File: src/rtl/serout_pkg.sv
package serout_pkg;

    localparam int WORD_W    = 16;
    localparam int CNT_W     = 4;
    localparam int SRC_W     = 3;
    localparam int NSRC      = 1 << SRC_W;
    localparam int SEL_W     = 4;
    localparam int MIN_FIELD = 7;

    typedef enum logic [1:0] {
        REG_LO  = 2'd0,
        REG_HI  = 2'd1,
        REG_CTL = 2'd2,
        REG_SEL = 2'd3
    } reg_e;

    typedef struct packed {
        logic             go;
        logic [1:0]       spare;
        logic             man;
        logic [CNT_W-1:0] len_m1;
    } ctl_t;

    typedef struct packed {
        logic [WORD_W-1:0] sh;
        logic [CNT_W-1:0]  cnt;
        logic              half;
        logic              man;
        logic              busy;
        logic              sclk;
        logic              sdata;
    } chan_st_t;

    function automatic logic [CNT_W-1:0] clamp_len(input logic [CNT_W-1:0] f);
        return (f < CNT_W'(MIN_FIELD)) ? CNT_W'(MIN_FIELD) : f;
    endfunction

    function automatic int src_period(input int base, input int k);
        return base * (k + 1);
    endfunction

endpackage

File: src/rtl/serout_rates.sv
module serout_rates
    import serout_pkg::*;
#(
    parameter int RATE_BASE = 2
) (
    input  logic            clk,
    input  logic            rst,
    output logic [NSRC-1:0] ticks
);

    for (genvar k = 0; k < NSRC; k++) begin : g_src
        localparam int P = src_period(RATE_BASE, k);
        localparam int W = (P > 1) ? $clog2(P) : 1;
        logic [W-1:0] cnt;

        always_ff @(posedge clk) begin
            if (rst)                  cnt <= '0;
            else if (cnt == W'(P - 1)) cnt <= '0;
            else                      cnt <= cnt + 1'b1;
        end

        assign ticks[k] = (cnt == W'(P - 1));
    end

endmodule

File: src/rtl/serout_decode.sv
module serout_decode
    import serout_pkg::*;
#(
    parameter int NCH = 4,
    parameter int CHW = 2
) (
    input  logic           host_wr,
    input  logic [CHW+1:0] host_addr,
    output logic [NCH-1:0] we,
    output reg_e           rsel
);

    assign rsel = reg_e'(host_addr[1:0]);

    for (genvar i = 0; i < NCH; i++) begin : g_we
        assign we[i] = host_wr && (host_addr[CHW+1:2] == CHW'(i));
    end

endmodule

File: src/rtl/serout_chan.sv
module serout_chan
    import serout_pkg::*;
(
    input  logic            clk,
    input  logic            rst,
    input  logic            we,
    input  reg_e            rsel,
    input  logic [7:0]      wdata,
    input  logic [NSRC-1:0] ticks,
    output logic            sclk,
    output logic            sdata,
    output logic            busy
);

    logic [WORD_W-1:0] stage;
    logic [SEL_W-1:0]  sel;
    chan_st_t          st, st_n;
    ctl_t              ctl;
    logic              start, tick;

    assign ctl   = ctl_t'(wdata);
    assign start = we && (rsel == REG_CTL) && ctl.go && !st.busy;
    assign tick  = ticks[sel[SRC_W-1:0]];

    // host-visible staging and rate select
    always_ff @(posedge clk) begin
        if (rst) begin
            stage <= '0;
            sel   <= '0;
        end else if (we) begin
            case (rsel)
                REG_LO:  stage[7:0]        <= wdata;
                REG_HI:  stage[WORD_W-1:8] <= wdata;
                REG_SEL: sel               <= {sel[SEL_W-2:0], wdata[0]};
                default: ;
            endcase
        end
    end

    // shift engine: two half-periods per bit
    always_comb begin
        st_n = st;
        if (start) begin
            st_n.sh    = stage;
            st_n.cnt   = clamp_len(ctl.len_m1);
            st_n.half  = 1'b0;
            st_n.man   = ctl.man;
            st_n.busy  = 1'b1;
            st_n.sclk  = 1'b0;
            st_n.sdata = ctl.man ? ~stage[WORD_W-1] : stage[WORD_W-1];
        end else if (st.busy && tick) begin
            if (!st.half) begin
                st_n.half = 1'b1;
                if (st.man) st_n.sdata = st.sh[WORD_W-1];
                else        st_n.sclk  = 1'b1;
            end else begin
                st_n.half = 1'b0;
                st_n.sclk = 1'b0;
                if (st.cnt == '0) begin
                    st_n.busy  = 1'b0;
                    st_n.sdata = 1'b0;
                end else begin
                    st_n.cnt   = st.cnt - 1'b1;
                    st_n.sh    = st.sh << 1;
                    st_n.sdata = st.man ? ~st.sh[WORD_W-2] : st.sh[WORD_W-2];
                end
            end
        end
    end

    always_ff @(posedge clk) begin
        if (rst) st <= '0;
        else     st <= st_n;
    end

    assign sclk  = st.sclk;
    assign sdata = st.sdata;
    assign busy  = st.busy;

endmodule

File: src/rtl/serout_bank.sv
module serout_bank
    import serout_pkg::*;
#(
    parameter int NCH       = 4,
    parameter int RATE_BASE = 2,
    parameter int CHW       = (NCH > 1) ? $clog2(NCH) : 1
) (
    input  logic           clk,
    input  logic           rst,
    input  logic           host_wr,
    input  logic [CHW+1:0] host_addr,
    input  logic [7:0]     host_wdata,
    output logic [NCH-1:0] sclk,
    output logic [NCH-1:0] sdata,
    output logic [NCH-1:0] busy
);

    logic [NSRC-1:0] ticks;
    logic [NCH-1:0]  we;
    reg_e            rsel;

    serout_rates #(.RATE_BASE(RATE_BASE)) u_rates (
        .clk   (clk),
        .rst   (rst),
        .ticks (ticks)
    );

    serout_decode #(.NCH(NCH), .CHW(CHW)) u_dec (
        .host_wr   (host_wr),
        .host_addr (host_addr),
        .we        (we),
        .rsel      (rsel)
    );

    for (genvar i = 0; i < NCH; i++) begin : g_ch
        serout_chan u_ch (
            .clk   (clk),
            .rst   (rst),
            .we    (we[i]),
            .rsel  (rsel),
            .wdata (host_wdata),
            .ticks (ticks),
            .sclk  (sclk[i]),
            .sdata (sdata[i]),
            .busy  (busy[i])
        );
    end

endmodule

File: config.mk
export PLATFORM = sky130hd
export DESIGN_NAME = serout_bank
export DESIGN_NICKNAME = d
export VERILOG_FILES = /design/src/rtl/serout_pkg.sv /design/src/rtl/serout_rates.sv /design/src/rtl/serout_decode.sv /design/src/rtl/serout_chan.sv /design/src/rtl/serout_bank.sv
export SDC_FILE = /design/constraint.sdc
export NUM_CORES = 1
export LEC_CHECK = 0
export ABC_AREA = 0
export ABC_CLOCK_PERIOD_IN_PS = 4400
export BUFFER_PORTS_ARGS = -buffer_cell sky130_fd_sc_hd__buf_2
export CORE_ASPECT_RATIO = 0.9
export CORE_MARGIN = 1
export CORE_UTILIZATION = 45
export DETAILED_ROUTE_END_ITERATION = 10
export PLACE_DENSITY = 0.71
export SETUP_SLACK_MARGIN = 0.15
export SLEW_MARGIN = 20
export SYNTH_ARGS = -nofsm -noshare
export SYNTH_HDL_FRONTEND = slang
export SYNTH_HIERARCHICAL = 1
export SYNTH_SLANG_ARGS = --single-unit
export TNS_END_PERCENT = 10
File: constraint.sdc
create_clock -name clk -period 4.4 [get_ports clk]
set_input_delay 0.66 -clock clk [delete_from_list [all_inputs] [get_ports clk]]
set_output_delay 0.66 -clock clk [all_outputs]
set_load 0.01 [all_outputs]
# Word-level counts from Yosys, hierarchy flattened
# Cells that the tools add are included.
# op_classes
n_bitwise	8
addsub	12
n_mux	69
n_reduce_logical	86
magnitude_cmp	5
n_eq_ne	21
# ops
op	count
2-to-1 mux 21 bit	8
2-to-1 mux 20 bit	8
AND reduction 2 bit	20
2-to-1 mux 1 bit	36
2-to-1 mux 3 bit	8
AND reduction 3 bit	8
nonzero test 2 bit	12
OR reduction 2 bit	12
logical AND 1 bit	20
adder 4 x 1 -> 4 bit (second input constant)	4
equality test 4 bit (second input constant)	4
logical NOT 4 bit	4
< comparator 3 x 4 -> 1 bit (second input constant)	4
inequality test 2 x 1 -> 1 bit (second input constant)	8
subtractor 4 x 1 -> 4 bit (second input constant)	4
binary-select mux 1 bit (select 3 bit)	4
nonzero test 3 bit	4
equality test 2 bit (second input constant)	5
2-to-1 mux 2 bit	4
NOT 1 bit	8
adder 3 x 1 -> 3 bit (second input constant)	2
equality test 3 bit (second input constant)	2
equality test 2 x 1 -> 1 bit (second input constant)	2
logical NOT 1 bit	4
5 further kinds	6
# word_totals
in_bits	15
word_cells	249
out_inout_bits	12
register_bits	201

# Depth between registers and ports, before layout
# depth
ltp_word	7
ltp_mapped	9
ltp_nobuf	8

# Modules after synthesis
# Netlist, hierarchy kept.
# modules_own_cells
module	area_each_um2	n_inst	cells_each	seq_area_each_um2
serout_chan	2088.3	4	218	880.8
serout_rates	1002.2	1	100	500.5
serout_decode	52.6	1	6	0.0

# Worst setup path before layout
# Ideal clock, no wire load.
# synth_timing
path_kind	input -> register
startpoint	in host_addr[2]
endpoint	reg g_ch[0].u_ch/st[23] (netlist bit)
t_arrival_ps	2086
setup_ps	122
path_stages	6
slack_ps	2192
t_required_ps	4278
n_path_buf	1
path_cell_list	nor3b_2 nand4b_1 o21ai_0 a31oi_1 buf_2 a221o_1
# synth_via
elab_chain_cells	7
word_cells_on_any_way	10
cone_classes	eq/ne: 1; mux: 1; reduce/logical: 8
# synth_lines
element	line_no	source
start: declaration	serout_bank.sv:11	input logic [CHW+1:0] host_addr,
logical NOT 2 bit (*)	serout_decode.sv:16	assign we[i] = host_wr && (host_addr[CHW+1:2] == CHW'(i));
logical AND 1 bit (*)	serout_decode.sv:16	
logical AND 1 bit (*) (3 in series)	serout_chan.sv:22	assign start = we && (rsel == REG_CTL) && ctl.go && !st.busy;
inequality test 2 x 1 -> 1 bit (no line) / nonzero test 2 bit (equally long branches)	-	
AND reduction 3 bit (no line)	-	
end signal: assignment	serout_chan.sv:73	else st <= st_n;
end: declaration	serout_chan.sv:17	chan_st_t st, st_n;
# Mark *: on every way between the ends. The rest lies on a longest branch, timed or not.
# A chain may end at the register's enable or synchronous reset.

# Worst setup path in the final report
# layout_timing
startpoint	reg u_rates.g_src[4].cnt[0]
endpoint	reg g_ch[3].u_ch/st[12] (netlist bit)
# layout_via
elab_chain_cells	6
# layout_lines
element	line_no	source
start: declaration	serout_rates.sv:14	logic [W-1:0] cnt;
start signal: assignment	serout_rates.sv:19	else cnt <= cnt + 1'b1;
equality test 4 bit	serout_rates.sv:22	assign ticks[k] = (cnt == W'(P - 1));
net ticks[4]	serout_bank.sv:18	logic [NSRC-1:0] ticks;
binary-select mux 1 bit (select 3 bit)	serout_chan.sv:23	assign tick = ticks[sel[SRC_W-1:0]];
2-to-1 mux 1 bit (implied by the code)	serout_chan.sv:23	
logical AND 1 bit	serout_chan.sv:51	end else if (st.busy && tick) begin
nonzero test 2 bit (no line)	-	
AND reduction 3 bit (no line)	-	
end signal: assignment	serout_chan.sv:73	
end: declaration	serout_chan.sv:17	
# The timed path passes the listed nets, and every way through them passes these cells. The select of a mux whose other input is x is not followed.

==> out/qor.yml <==
sta:
  post-route-min-period_ns: 2.682
  setup_tns_ns: 0
  slew_viol_final: 0
  finalCritPeriodShare_pct: 60.95
  finClkSkew_ns: 0.02092
  worst_slew_margin_rel_pct: 31.22
  timing.fmax_ghz: 0.3729
  grt_setup_unrepaired: "no"
  finalHoldViolations: 0
  hold-worst-slack_ns: 0.4357
  report.final.setup_viol: 0
  tightest_slew_ns: 1.027
clocking:
  post_cts_buffers: 0
  htree_num_levels: 1
  cts_hold_buf: 0
  cts-root-buf: "clkbuf_16"
  clkTransAtPathRegs_ns: 0.06
  clock_insertion_delay_worst_skew_ns: 0.51
  cts_tree: "yes"
  clockBufferDepth: 3
  cts_sinks: 201
  cts_resized: 0
  numCtsBuffers: 21
synthesis:
  synth-edff-count: 0
  synth_most_common_cell: "dfxtp_1"
  syn_avg_cell_area_sq_um: 9.619
  synthTopCellsByArea: "dfxtp_1 43%, mux2i_1 9.6%, a221o_1 5.1%, nor2_1 4.3%, a31oi_1 2.8%"
  synthTopCellsByCount: "201 x dfxtp_1, 109 x nor2_1, 90 x mux2i_1, 48 x a221o_1, 42 x a31oi_1"
  synth_top_area_cell: "dfxtp_1"
  synth.cell_area_sq_mm: 0.009408
  synth-main-ff-cell: "dfxtp_1"
  synth-seq-area-share_pct: 42.77
  ys_ff_latch: 201
  synth_nets: 1012
  postSynthCellCount: 978
  synth_top_area_share_pct: 42.77
  async_flop_share_pct: 0
  yosysWarnings: 6
  ys_types: 52
floorplan:
  fp.coreArea_sq_mm: 0.02023
  dieArea_sq_mm: 0.02149
  num_rows: 49
  die_y_um: 139.2
  chipWidth_um: 154.4
  initial_core_util_pct: 46.50
  pin_count: 27
global_route:
  antenna_found_initial: 0
  grt_overflow: 0
  grt_pass1_wl_um: 36790
  grt_pass1_vias: 6921
  grt_util_all_layers_pct: 21.04
  grt_max_degree: 45
drt:
  drtPass1Iterations: 5
  viasPerCell: 6.052
  ant_nets: 0
  first_iter_violations: 619
  avgRoutedWirePerCell_um: 17.95
  dr_total_vias: 7583
  drc: 0
  wl_um: 22490
power:
  ir_worst_vdd_v: 0.0002411
  power_density_mw_per_mm2: 384.8
  cellLeakagePower_nw: 4.238
final_layout:
  register_area_sq_mm: 0.004024
  nets: 1017
  multi_input_area_sq_mm: 0.004905
  syn2layout_area_growth_pct: 11.12
  drive_above_1_share_pct: 11.02
  nFillCells: 1823
  diodes: 0
run_status:
  status: "complete, no violations"
place:
  numPortBuffers: 26
  hpwl_um: 14600
  routabilityCongestion: 0.8495
setup_path:
  crit_required_ns: 4.78
  crit_arrival_ns: 3.06
  critPathLaunchType: "register"
  cp-end-kind: "register"
  crit_fanout: 15
  crit_type: "reg -> reg"
hold_path:
  hold_path.class: "reg -> reg"
job:
  cap_violations: 0
-- layout make-up --
| cell class | count | area share [%] |
|---|---|---|
| clock buffer | 30 | 6.020 |
| clock inverter | 8 | 1.376 |
| tap | 255 | 3.052 |
| multi-input combinational | 674 | 46.92 |
| sequential | 201 | 38.49 |
| timing repair buffer | 47 | 2.777 |
| inverter | 38 | 1.364 |
-- registers in the layout, indices dropped and copies added, names as in the netlist --
register	flops
u_rates/g_src.cnt	25
g_ch.u_ch/sdata	4
g_ch.u_ch/st	88
g_ch.u_ch/sel	12
g_ch.u_ch/stage	64
g_ch.u_ch/busy	4
g_ch.u_ch/sclk	4
-- cell families after synthesis --
family	Yosys count	share of synthesized area [%]
buf+inv	103	5.094
mux	90	9.576
fa+ha+maj	19	2.527
compound gates	232	20.07
xor+xnor	5	0.4655
flops	201	42.77
simple gates	328	19.50
-- per-layer routing --
| metal | GRT usage (%) | routed length [um] | vias up |
|---|---|---|---|
| met4 | 5.888 | 501 | 0 |
| met2 | 31.82 | 9643 | 254 |
| met5 | 0 | 0 | - |
| met1 | 30.94 | 10970 | 3604 |
| li1 | - | - | 3688 |
| met3 | 3.094 | 1368 | 37 |
-- power by group --
| part | internal [mW] | switching [mW] | leakage [nW] | total, mW |
|---|---|---|---|---|
| Sequential | 1.85 | 0.0246 | 1.63 | 1.87 |
| Clock | 1.23 | 0.728 | 0.384 | 1.96 |
| Combinational | 0.0652 | 0.126 | 2.23 | 0.191 |
-- cells in the final DEF (no fill, tap or decap), types with 20 or more instances in the layout --
cell type	count
o31ai_1	20
dfxtp_1	201
o21ai_0	22
and2_1	41
nor2_1	109
a221o_1	48
a21oi_1	23
a31oi_1	42
clkbuf_16	21
inv_1	38
nand2_1	40
nand4_1	20
buf_2	25
buf_4	22
mux2i_1	90
-- worst max-delay path, cell delays in order, from the launching register on --
cell and delay, ns:
dfxtp_1 0.40, ha_1 0.21, nand2_1 0.06, nor2_1 0.37, mux2i_1 0.21, a221oi_2 0.31, buf_4 0.24, a31oi_1 0.35
a221o_1 0.40
-- worst paths after layout --
| path | from | to | slack, ns | depth (start not counted) |
|---|---|---|---|---|
| min reg2reg | u_rates/g_src[3].cnt[0]$_SDFF_PP0_ | u_rates/g_src[3].cnt[0]$_SDFF_PP0_ | 0.44 | 1 |
| max | u_rates/g_src[4].cnt[0]$_SDFF_PP0_ | g_ch[3].u_ch/st[12]$_SDFFE_PP0P_ | 1.72 | 8 |
| max reg2reg | u_rates/g_src[4].cnt[0]$_SDFF_PP0_ | g_ch[3].u_ch/st[12]$_SDFFE_PP0P_ | 1.72 | 8 |
| min | u_rates/g_src[3].cnt[0]$_SDFF_PP0_ | u_rates/g_src[3].cnt[0]$_SDFF_PP0_ | 0.44 | 1 |
-- per-stage QoR --
| step | setup slack (ns) | cells | util, % | total power [mW] | cell area, sq um |
|---|---|---|---|---|---|
| after CTS | 1.759 | 1253 | 51.67 | 4.056 | 10450 |
| final | 1.718 | 1253 | 51.67 | 4.023 | 10450 |
| after global placement | 1.616 | 1215 | 47.85 | 2.099 | 9681 |
| after detailed placement | 1.528 | 1215 | 47.85 | 2.103 | 9681 |
| after floorplan | 2.192 | 978 | - | 2.038 | 9408 |
| after global routing | 1.449 | 1253 | 51.67 | 4.156 | 10450 |
Note: power is estimated with default switching activity, not from simulation.
